<file path="config.mk">
export PLATFORM = sky130hd
export DESIGN_NAME = tdm_power_ctrl
export DESIGN_NICKNAME = d
export VERILOG_FILES = /design/src/rtl/tdm_pkg.sv /design/src/rtl/tdm_step_law.sv /design/src/rtl/tdm_scan_seq.sv /design/src/rtl/tdm_word_bank.sv /design/src/rtl/tdm_power_ctrl.sv
export SDC_FILE = /design/constraint.sdc
export NUM_CORES = 1
export LEC_CHECK = 0
export ABC_CLOCK_PERIOD_IN_PS = 8220
export BUFFER_PORTS_ARGS = -buffer_cell sky130_fd_sc_hd__buf_2
export CAP_MARGIN = 20
export CORE_MARGIN = 1.5
export CORE_UTILIZATION = 45
export CTS_CLUSTER_DIAMETER = 120
export DETAILED_ROUTE_END_ITERATION = 16
export HOLD_SLACK_MARGIN = 0.1
export MAX_ROUTING_LAYER = met4
export PLACE_DENSITY = 0.68
export SYNTH_ARGS = -nofsm -noshare
export SYNTH_HDL_FRONTEND = slang
export SYNTH_SLANG_ARGS = --single-unit
</file>
<file path="constraint.sdc">
create_clock -name clk -period 8.22 [get_ports clk]
set_clock_uncertainty 0.1 [all_clocks]
set_input_delay 1.233 -clock clk [delete_from_list [all_inputs] [get_ports clk]]
set_output_delay 1.233 -clock clk [all_outputs]
set_load 0.02 [all_outputs]
</file>
<file path="src/rtl/tdm_pkg.sv">
package tdm_pkg;
   typedef enum logic {
      ST_SETTLE = 1'b0,
      ST_WAIT   = 1'b1
   } seq_state_t;
endpackage

</file>
<file path="src/rtl/tdm_step_law.sv">
module tdm_step_law #(
   parameter int CODE_W = 10,
   parameter int STEP_W = 4
) (
   input  logic [CODE_W-1:0] cur_word,
   input  logic [CODE_W-1:0] code,
   input  logic [CODE_W-1:0] target,
   input  logic [STEP_W-1:0] step,
   input  logic [CODE_W-1:0] band,
   output logic [CODE_W-1:0] nxt_word
);
   localparam int EW = CODE_W + 2;
   localparam logic [CODE_W:0] TOP = {1'b0, {CODE_W{1'b1}}};

   logic signed [EW-1:0] err;
   logic signed [EW-1:0] band_s;
   logic [CODE_W:0]      step_x;
   logic [CODE_W:0]      up_sum;

   initial begin
      assert (CODE_W + 1 > STEP_W) else $error("step wider than code");
   end

   always_comb begin
      err    = $signed({2'b00, code}) - $signed({2'b00, target});
      band_s = $signed({2'b00, band});
      step_x = {{(CODE_W + 1 - STEP_W){1'b0}}, step};
      up_sum = {1'b0, cur_word} + step_x;
      if (err > band_s) begin
         nxt_word = ({1'b0, cur_word} < step_x) ? '0 : cur_word - step_x[CODE_W-1:0];
      end else if (-err > band_s) begin
         nxt_word = (up_sum > TOP) ? TOP[CODE_W-1:0] : up_sum[CODE_W-1:0];
      end else begin
         nxt_word = cur_word;
      end
   end
endmodule

</file>
<file path="src/rtl/tdm_scan_seq.sv">
module tdm_scan_seq
   import tdm_pkg::*;
#(
   parameter int NUM_CH  = 4,
   parameter int DWELL_W = 12
) (
   input  logic                       clk,
   input  logic                       rst_n,
   input  logic [DWELL_W-1:0]         settle_cycles,
   input  logic                       conv_done,
   output logic [$clog2(NUM_CH)-1:0]  sense_ch,
   output logic                       sense_amp,
   output logic                       conv_start,
   output logic                       upd_fire
);
   localparam int CH_W   = $clog2(NUM_CH);
   localparam int SLOT_W = CH_W + 1;
   localparam logic [SLOT_W-1:0] LAST_SLOT = SLOT_W'(2 * NUM_CH - 1);

   seq_state_t         state_q;
   logic [DWELL_W-1:0] cnt_q;
   logic [SLOT_W-1:0]  slot_q;
   logic [SLOT_W-1:0]  slot_nxt;

   initial begin
      assert (NUM_CH >= 2) else $error("need at least two channels");
      assert (DWELL_W >= 1) else $error("dwell width must be positive");
   end

   assign sense_ch  = slot_q[SLOT_W-1:1];
   assign sense_amp = slot_q[0];
   assign upd_fire  = (state_q == ST_WAIT) && conv_done;

   generate
      if ((NUM_CH & (NUM_CH - 1)) == 0) begin : g_pow2_wrap
         assign slot_nxt = slot_q + 1'b1;
      end else begin : g_cmp_wrap
         assign slot_nxt = (slot_q == LAST_SLOT) ? '0 : slot_q + 1'b1;
      end
   endgenerate

   always_ff @(posedge clk or negedge rst_n) begin
      if (!rst_n) begin
         state_q    <= ST_SETTLE;
         cnt_q      <= '0;
         slot_q     <= '0;
         conv_start <= 1'b0;
      end else begin
         conv_start <= 1'b0;
         case (state_q)
            ST_SETTLE: begin
               if (cnt_q >= settle_cycles) begin
                  state_q    <= ST_WAIT;
                  conv_start <= 1'b1;
               end else begin
                  cnt_q <= cnt_q + 1'b1;
               end
            end
            default: begin
               if (conv_done) begin
                  state_q <= ST_SETTLE;
                  cnt_q   <= '0;
                  slot_q  <= slot_nxt;
               end
            end
         endcase
      end
   end

   // start is a single-cycle pulse
   a_r4_start_pulse: assert property (@(posedge clk) disable iff (!rst_n)
      conv_start |=> !conv_start);

   // selection is steady at the moment a start goes out
   a_r3_sel_steady: assert property (@(posedge clk) disable iff (!rst_n)
      $rose(conv_start) |-> ($stable(sense_ch) && $stable(sense_amp)));

   // selection moves only after a done strobe
   a_r2_adv_on_done: assert property (@(posedge clk) disable iff (!rst_n)
      (!$stable(sense_ch) || !$stable(sense_amp)) |-> $past(conv_done));
endmodule

</file>
<file path="src/rtl/tdm_word_bank.sv">
module tdm_word_bank #(
   parameter int NUM_CH    = 4,
   parameter int CODE_W    = 10,
   parameter int STEP_W    = 4,
   parameter int INIT_WORD = 512
) (
   input  logic                       clk,
   input  logic                       rst_n,
   input  logic                       loop_en,
   input  logic                       upd_fire,
   input  logic [$clog2(NUM_CH)-1:0]  sense_ch,
   input  logic                       sense_amp,
   input  logic [CODE_W-1:0]          conv_code,
   input  logic [NUM_CH*CODE_W-1:0]   cm_targets,
   input  logic [NUM_CH*CODE_W-1:0]   amp_targets,
   input  logic [STEP_W-1:0]          step_size,
   input  logic [CODE_W-1:0]          deadband,
   output logic [NUM_CH*CODE_W-1:0]   bias_words,
   output logic [NUM_CH*CODE_W-1:0]   mod_words
);
   logic [CODE_W-1:0] bias_q [NUM_CH];
   logic [CODE_W-1:0] mod_q  [NUM_CH];
   logic [CODE_W-1:0] cur_word;
   logic [CODE_W-1:0] cur_tgt;
   logic [CODE_W-1:0] nxt_word;
   logic              wr_ok;

   initial begin
      assert (INIT_WORD >= 0 && INIT_WORD < (1 << CODE_W)) else $error("reset word out of range");
   end

   assign wr_ok    = upd_fire && loop_en;
   assign cur_word = sense_amp ? mod_q[sense_ch] : bias_q[sense_ch];
   assign cur_tgt  = sense_amp ? amp_targets[sense_ch*CODE_W +: CODE_W]
                               : cm_targets[sense_ch*CODE_W +: CODE_W];

   tdm_step_law #(.CODE_W(CODE_W), .STEP_W(STEP_W)) u_law (
      .cur_word (cur_word),
      .code     (conv_code),
      .target   (cur_tgt),
      .step     (step_size),
      .band     (deadband),
      .nxt_word (nxt_word)
   );

   for (genvar c = 0; c < NUM_CH; c++) begin : g_ch
      always_ff @(posedge clk or negedge rst_n) begin
         if (!rst_n) begin
            bias_q[c] <= CODE_W'(INIT_WORD);
            mod_q[c]  <= CODE_W'(INIT_WORD);
         end else if (wr_ok && (sense_ch == c)) begin
            if (sense_amp) mod_q[c]  <= nxt_word;
            else           bias_q[c] <= nxt_word;
         end
      end
      assign bias_words[c*CODE_W +: CODE_W] = bias_q[c];
      assign mod_words[c*CODE_W +: CODE_W]  = mod_q[c];

      // a word never moves by more than one step
      a_r7_step_bound: assert property (@(posedge clk) disable iff (!rst_n)
         ((int'(bias_q[c]) - int'($past(bias_q[c])) <= int'($past(step_size))) &&
          (int'($past(bias_q[c])) - int'(bias_q[c]) <= int'($past(step_size))) &&
          (int'(mod_q[c]) - int'($past(mod_q[c])) <= int'($past(step_size))) &&
          (int'($past(mod_q[c])) - int'(mod_q[c]) <= int'($past(step_size)))));
   end

   // frozen loop leaves all words in place
   a_r6_frozen: assert property (@(posedge clk) disable iff (!rst_n)
      !$past(loop_en) |-> ($stable(bias_words) && $stable(mod_words)));

   // words only move on an accepted result
   a_r5_idle_hold: assert property (@(posedge clk) disable iff (!rst_n)
      !$past(upd_fire) |-> ($stable(bias_words) && $stable(mod_words)));
endmodule

</file>
<file path="src/rtl/tdm_power_ctrl.sv">
module tdm_power_ctrl #(
   parameter int NUM_CH    = 4,
   parameter int CODE_W    = 10,
   parameter int DWELL_W   = 12,
   parameter int STEP_W    = 4,
   parameter int INIT_WORD = 512
) (
   input  logic                       clk,
   input  logic                       rst_n,
   input  logic                       loop_en,
   input  logic [DWELL_W-1:0]         settle_cycles,
   input  logic [STEP_W-1:0]          step_size,
   input  logic [CODE_W-1:0]          deadband,
   input  logic [NUM_CH*CODE_W-1:0]   cm_targets,
   input  logic [NUM_CH*CODE_W-1:0]   amp_targets,
   output logic                       conv_start,
   input  logic                       conv_done,
   input  logic [CODE_W-1:0]          conv_code,
   output logic [$clog2(NUM_CH)-1:0]  sense_ch,
   output logic                       sense_amp,
   output logic [NUM_CH*CODE_W-1:0]   bias_words,
   output logic [NUM_CH*CODE_W-1:0]   mod_words
);
   logic upd_fire;

   tdm_scan_seq #(.NUM_CH(NUM_CH), .DWELL_W(DWELL_W)) u_seq (
      .clk           (clk),
      .rst_n         (rst_n),
      .settle_cycles (settle_cycles),
      .conv_done     (conv_done),
      .sense_ch      (sense_ch),
      .sense_amp     (sense_amp),
      .conv_start    (conv_start),
      .upd_fire      (upd_fire)
   );

   tdm_word_bank #(
      .NUM_CH(NUM_CH), .CODE_W(CODE_W), .STEP_W(STEP_W), .INIT_WORD(INIT_WORD)
   ) u_bank (
      .clk         (clk),
      .rst_n       (rst_n),
      .loop_en     (loop_en),
      .upd_fire    (upd_fire),
      .sense_ch    (sense_ch),
      .sense_amp   (sense_amp),
      .conv_code   (conv_code),
      .cm_targets  (cm_targets),
      .amp_targets (amp_targets),
      .step_size   (step_size),
      .deadband    (deadband),
      .bias_words  (bias_words),
      .mod_words   (mod_words)
   );
endmodule

</file>
==> flow_summary_export.csv, run 1 <==
group,metric,value,unit
outcome,status,"completed",
synthesis,ys_ff_latch,97,
clock_tree,cts_hold_buf,0,
critical_path,cp.required,8.31,ns
synthesis,seq_area_frac_synth,32.3,%
synthesis,ys_warn_count,0,
pwr,cellPowerDensity,452,mW/mm^2
flow_run,maxCapViolations,0,
clock_tree,clk-insertion-delay-late,0.34,ns
pwr,p_sw,2.08,mW
floorplan,die-area,0.0175,mm^2
critical_path,cp-startpoint,"amp_targets[30]",
drt,drt_iter0_markers,424,
pwr,p_sw_share,50.7,%
floorplan,ioPinCount,204,
timing,final.period_utilization,79.4,%
global_routing,met1_usage,34.9,%
global_routing,top_usage_layer,"met2",
clock_tree,post_cts_resized,0,
critical_path,critPathMaxFanout,8,
synthesis,synth_edf_count,0,
clock_tree,clockBufferDepth,2,
critical_path,reg2reg_from,"u_seq.slot_q[0]",
drt,ant_nets,0,
timing,max_freq,153,MHz
timing,hold-worst-slack,0.372,ns
floorplan,start_util,45.8,%
synthesis,synth_area_leader_cell,"dfrtp_1",
synthesis,ys_top_cells_by_count,"89 x dfrtp_1, 89 x nand2_1, 53 x nor2_1",
pwr,internal-power,2.02,mW
global_routing,grt_overflow,0,
floorplan,die_h,132,um
synthesis,synthFlopType,"dfrtp_1",
drt,drc,0,
timing,setup_viol,0,
global_routing,grt_first_pass_wirelength,34.5,mm
clock_tree,cts_sinks,97,
synthesis,yosysTopAreaCellShare,29.6,%
critical_path,endpoint_kind,"register",
clock_tree,cts.clk_slew.worst_paths,0.07,ns
critical_path,cp.arrival,6.61,ns
synthesis,syn_area,0.00753,mm^2
floorplan,coreArea,0.0165,mm^2
critical_path,crit_type,"primary input to register",
drt,wl_per_cell,18.3,um
pwr,power,4.10,mW
clock_tree,h-tree-depth,3,
placed_design,portBuffers,203,
clock_tree,cts_tree,"yes",
critical_path,start_kind,"primary input",
pwr,power_frac_comb,69.5,%
layout,nNetsFinal,1132,
synthesis,synth_area_leaders,"dfrtp_1 30%, mux4_2 11%, ha_1 8.6%",
clock_tree,cts_buffers,9,
timing,rsz0062_at_grt,"false",
worst_hold_path,hp-start,"u_bank.mod_words[39]",
drt,first_pass_iters,5,
layout,drive_above_1_share,34.8,%
global_routing,grt_max_degree,61,
placed_design,gp_congestion,0.896,
placed_design,dp_hpwl,16.8,mm
global_routing,track_usage,25.6,%
clock_tree,post_cts_buffers,0,
timing,slew_viol_final,0,
timing,worst_slew_pin_slew,0.897,ns
timing,setup_tns,0,ns
global_routing,use_met2,40.1,%
pwr,power_leakage,4.39,nW
global_routing,grt_pass1_vias,6558,
layout,area_growth,20.3,%
global_routing,antenna_found_initial,2,
worst_hold_path,hp-class,"register to register",
pwr,power_frac_seq,19.9,%
timing,maxSlewHeadroom,39.3,%
pwr,clkPwrFrac,10.7,%
drt,drt-vias-per-instance,5.68,
global_routing,use_met3,3.73,%
timing,period_needed,6.53,ns
floorplan,die_width,132,um
synthesis,syn-num-nets,943,
synthesis,postSynthAreaPerCell,9.81,um^2
synthesis,synth_cell_types,78,
floorplan,fp-row-count,47,
drt,finalWirelength,21.7,mm
synthesis,syn_inst,768,
drt,vias,6727,
synthesis,synthArstFlopShare,100,%
timing,hold_viol_final,0,
clock_tree,clockRootBuffer,"clkbuf_16",
pwr,ir_drop,191,uV
[power groups by stage]
stage	combinational, mW	sequential (mW)	clock [mW]
2_1_floorplan	2.03	0.878	0
6_report	2.85	0.814	0.438
3_5_place_dp	2.82	0.821	0
3_3_place_gp	2.79	0.818	0
5_1_grt	3.13	0.841	0.460
4_1_cts	2.83	0.816	0.443
[through the flow]
| step | worst slack (ns) | instances | utilization [%] | instance area [um^2] |
|---|---|---|---|---|
| finish | 1.69 | 1184 | 55.1 | 9070 |
| global route | 1.19 | 1184 | 55.1 | 9070 |
| CTS | 1.73 | 1181 | 55.0 | 9050 |
| detailed placement | 1.40 | 1165 | 53.1 | 8740 |
| global placement | 1.55 | 1165 | 53.1 | 8740 |
| floorplan | 1.12 | 768 | - | 7530 |
[state kept, by name, indices dropped and copies added, names as in the netlist]
register,flops
u_seq.conv_start,1
u_seq.cnt_q,12
u_bank.bias_words,40
u_seq.state_q,1
u_seq.slot_q,3
u_bank.mod_words,40
[worst paths after layout]
check / endpoint / slack [ns] / cells past startpoint
worst max register to register: u_bank.mod_words[15] / 1.75 / 22
min in group asynchronous: u_bank.bias_words[38] / 0.74 / 1
worst min register to register: u_bank.mod_words[39] / 0.37 / 2
worst min-delay path: u_bank.mod_words[39] / 0.37 / 2
worst max-delay path: u_bank.mod_words[15] / 1.69 / 23
max in group asynchronous: u_seq.slot_q[1] / 6.09 / 2
[layout make-up]
cell class              count  area, um^2
clock buffers              12         267
fillers                  1492        7400
inverters                  44         165
well taps                 220         275
diodes                      2        5.00
multi-input cells         597        4810
repair buffers            208        1060
flip-flops and latches     97        2440
clock inverters             4        50.0
[critical path: stages]
cell and delay [ns]:
buf_2 0.09, mux4_2 0.45, mux2_2 0.33, ha_1 0.21, inv_1 0.07, fa_1 0.42
inv_1 0.09, ha_1 0.23, nand3b_1 0.09, mux2_2 0.31, or2_2 0.29, nor2b_1 0.15
xnor2_1 0.14, ha_1 0.26, and3_1 0.20, a22oi_1 0.18, o211ai_1 0.13, o221a_2 0.18
a221oi_2 0.44, nor3_4 0.14, o21ai_1 0.20, mux2i_1 0.62, a21oi_1 0.15
[placed cells by master (no fill, tap or decap), types with 5 or more instances in the layout]
| master | n |
|---|---|
| xnor2_1 | 13 |
| nor2b_1 | 6 |
| ha_1 | 52 |
| o211ai_1 | 5 |
| o21ai_0 | 10 |
| nand2_1 | 89 |
| and3_1 | 9 |
| nor2_1 | 53 |
| mux2_2 | 39 |
| mux4_2 | 36 |
| nand2b_1 | 9 |
| a21oi_1 | 41 |
| dfstp_2 | 8 |
| inv_1 | 43 |
| nand4_1 | 10 |
| dfrtp_1 | 86 |
| nor3_1 | 20 |
| clkbuf_16 | 9 |
| mux2i_1 | 19 |
| xor2_1 | 12 |
| a211oi_1 | 5 |
| o22ai_1 | 10 |
| o21ai_1 | 43 |
| buf_2 | 202 |
| a21o_1 | 10 |
| buf_4 | 5 |
| nand3_1 | 17 |
[logic make-up (layout without fill, tap and decap cells)]
kind of cell | count (synthesis) | count (layout) | share of synthesized area, %
AND/OR/NAND/NOR | 242 | 242 | 15.5
AO/OA/AOI/OAI | 178 | 178 | 16.1
flip-flops | 97 | 97 | 32.3
multiplexers | 96 | 96 | 19.6
buffers and inverters | 74 | 268 | 3.85
adder cells (fa/ha/maj) | 55 | 55 | 9.43
XOR/XNOR | 26 | 26 | 3.12
other | 0 | 2 | 0
[metal layers]
layer  vias to the layer above  share of wire [%]
met5                         -                  0
met4                         0                1.6
met2                       203                 47
li1                       3229                  -
met3                        29                5.2
met1                      3266                 47
No activity file was read; power rests on OpenSTA's default activity.
==> run 2: changes to the inputs <==
--- a/config.mk
+++ b/config.mk
@@ -5,7 +5,8 @@
 export SDC_FILE = /design/constraint.sdc
 export NUM_CORES = 1
 export LEC_CHECK = 0
-export ABC_CLOCK_PERIOD_IN_PS = 8220
+export ABC_AREA = 1
+export ABC_CLOCK_PERIOD_IN_PS = 6300
 export BUFFER_PORTS_ARGS = -buffer_cell sky130_fd_sc_hd__buf_2
 export CAP_MARGIN = 20
 export CORE_MARGIN = 1.5
==> constraint.sdc (replaced) <==
create_clock -name clk -period 6.3 [get_ports clk]
set_clock_uncertainty 0.1 [all_clocks]
set_input_delay 0.945 -clock clk [delete_from_list [all_inputs] [get_ports clk]]
set_output_delay 0.945 -clock clk [all_outputs]
set_load 0.02 [all_outputs]
==> flow_summary_export.csv, run 2 <==
group,metric,value,unit
outcome,status,"completed",
clock_tree,h-tree-depth,3,
critical_path,start_kind,"register",
floorplan,fp-row-count,47,
synthesis,syn-num-nets,1316,
synthesis,ys_ff_latch,97,
layout,fin_area,0.00913,mm^2
clock_tree,cts_tree,"yes",
synthesis,seq_area_frac_synth,32.2,%
synthesis,synth_top_family_by_area,"simple AND/OR/NAND/NOR gates",
synthesis,synth_most_common_cell,"nand2_1",
critical_path,crit_family,"simple AND/OR/NAND/NOR gates",
clock_tree,post_cts_buffers,0,
drt,finalWirelength,25.2,mm
critical_path,crit_top_cell,"nand2_1",
drt,wl_per_cell,16.1,um
synthesis,ys_top_cells_by_count,"414 x nand2_1, 117 x inv_1, 104 x nor2_1",
global_routing,antenna_found_initial,0,
worst_hold_path,hp-class,"primary input to asynchronous set/reset pin",
clock_tree,cts_hold_buf,0,
synthesis,synth_area_leaders,"dfrtp_1 29%, nand2_1 21%, ha_1 8.6%",
synthesis,synth_edf_count,0,
critical_path,cp.arrival,5.62,ns
timing,worst_slew_pin_slew,0.805,ns
layout,final_common_cell,"nand2_1",
synthesis,synthAdderAreaFrac,9.39,%
synthesis,yosysTopAreaCellShare,29.4,%
timing,setup_tns,0,ns
critical_path,endpoint_kind,"register",
layout,n_antenna_cell,0,
synthesis,synthSimpleGateAreaFrac,36.1,%
clock_tree,cts_sinks,97,
floorplan,die-area,0.0176,mm^2
critical_path,critPathMaxFanout,17,
critical_path,reg2reg_from,"u_seq.slot_q[1]",
floorplan,start_util,45.8,%
synthesis,synth-xor-area-share,1.74,%
critical_path,cp.required,6.49,ns
global_routing,grt_first_pass_wirelength,40.2,mm
critical_path,crit_type,"register to register",
synthesis,ys_warn_count,0,
placed_design,dp_hpwl,19.7,mm
layout,nNetsFinal,1516,
flow_run,maxCapViolations,0,
layout,fillers,1640,
critical_path,r2r_end,"u_bank.mod_words[25]",
critical_path,path_buf_inv,5,
global_routing,grt_pass1_vias,7618,
clock_tree,clockRootBuffer,"clkbuf_16",
timing,rsz0062_at_grt,"false",
pwr,power_leakage,5.22,nW
timing,slew_viol_final,0,
drt,drt-vias-per-instance,5.28,
synthesis,syn_inst,1141,
floorplan,ioPinCount,204,
synthesis,synthArstFlopShare,100,%
timing,setup_viol,0,
global_routing,track_usage,29.8,%
placed_design,portBuffers,203,
synthesis,synth_mux_area_share,0,%
floorplan,die_h,133,um
critical_path,ff2ff_path_depth,29,
drt,first_pass_iters,5,
synthesis,synth_cell_types,50,
global_routing,grt_overflow,0,
placed_design,dpl_cell_area,0.00884,mm^2
timing,max_freq,184,MHz
pwr,cellPowerDensity,657,mW/mm^2
critical_path,slowest_delay,0.68,ns
drt,ant_nets,0,
timing,final.period_utilization,86.1,%
clock_tree,clockBufferDepth,2,
layout,mostFrequentLayoutCells,"414 x nand2_1, 202 x buf_2, 117 x inv_1",
clock_tree,cts.clk_slew.worst_paths,0.07,ns
drt,drt_iter0_markers,718,
floorplan,die_width,133,um
clock_tree,cts_buffers,9,
pwr,ir_drop,314,uV
layout,drive_above_1_share,21.7,%
timing,hold_viol_final,0,
synthesis,postSynthAreaPerCell,6.63,um^2
synthesis,synth_compound_area_share,11.9,%
drt,vias,8268,
floorplan,coreArea,0.0165,mm^2
placed_design,gp_congestion,0.998,
critical_path,cp_slowest_cell,"dfrtp_1",
synthesis,synth_area_leader_cell,"dfrtp_1",
drt,drc,0,
timing,period_needed,5.42,ns
layout,area_growth,20.6,%
timing,maxSlewHeadroom,45.8,%
critical_path,ff2ff_setup_slack,0.88,ns
synthesis,syn_area,0.00757,mm^2
clock_tree,clk-insertion-delay-late,0.35,ns
clock_tree,post_cts_resized,0,
timing,hold-worst-slack,0.336,ns
synthesis,synthFlopType,"dfrtp_1",
global_routing,grt_max_degree,83,
==> run 2: worst max path at each step <==
stage / startpoint / to / slack [ns] / cells after the start
floorplan: u_seq.slot_q[0] / u_bank.bias_words[11] / 1.51 / 33
CTS: u_seq.slot_q[1] / u_bank.mod_words[35] / 0.92 / 29
detailed placement: u_seq.slot_q[1] / u_bank.mod_words[35] / 0.94 / 29
global placement: amp_targets[0] / u_bank.bias_words[5] / 1.11 / 28
global route: u_seq.slot_q[1] / u_bank.mod_words[1] / 0.42 / 28
finish: u_seq.slot_q[1] / u_bank.mod_words[25] / 0.88 / 29
==> run 2: cell families after synthesis <==
kind of cell             Yosys count
AND/OR/NAND/NOR                  651
buffers and inverters            165
AO/OA/AOI/OAI                    158
flip-flops                        97
adder cells (fa/ha/maj)           55
XOR/XNOR                          15
==> run 2: final cells by class <==
cell class | count | area [um^2] | area share (%)
Clock buffer | 12 | 236 | 2.59
Sequential cell | 97 | 2440 | 26.7
Inverter | 132 | 498 | 5.45
Multi-Input combinational cell | 879 | 4470 | 49.0
Clock inverter | 4 | 28.8 | 0.315
Timing Repair Buffer | 222 | 1180 | 12.9
Tap cell | 220 | 275 | 3.01
==> run 2: power by group <==
group	leakage (nW)	internal (mW)	switching, mW	total (mW)
Combinational	3.83	1.38	3.02	4.41
Sequential	1.27	0.841	0.240	1.08
Clock	0.123	0.269	0.242	0.511
==> run 2: metal layers <==
layer  vias up  wire [um]  track usage [%]
met3        62       1890             5.86
met1      3820      11200             39.8
met2       313      11400             45.7
met5         -          0                -
li1       4073          -                -
met4         0        794             9.65
==> run 2: through the flow <==
stage / instances / setup WS (ns) / power, mW / utilization (%)
after floorplan: 1141 / 1.51 / 4.22 / -
after global placement: 1549 / 1.11 / 5.39 / 53.5
after detailed placement: 1549 / 0.944 / 5.44 / 53.5
after CTS: 1565 / 0.923 / 5.97 / 55.1
after global routing: 1566 / 0.419 / 6.60 / 55.3
final: 1566 / 0.877 / 6.00 / 55.3
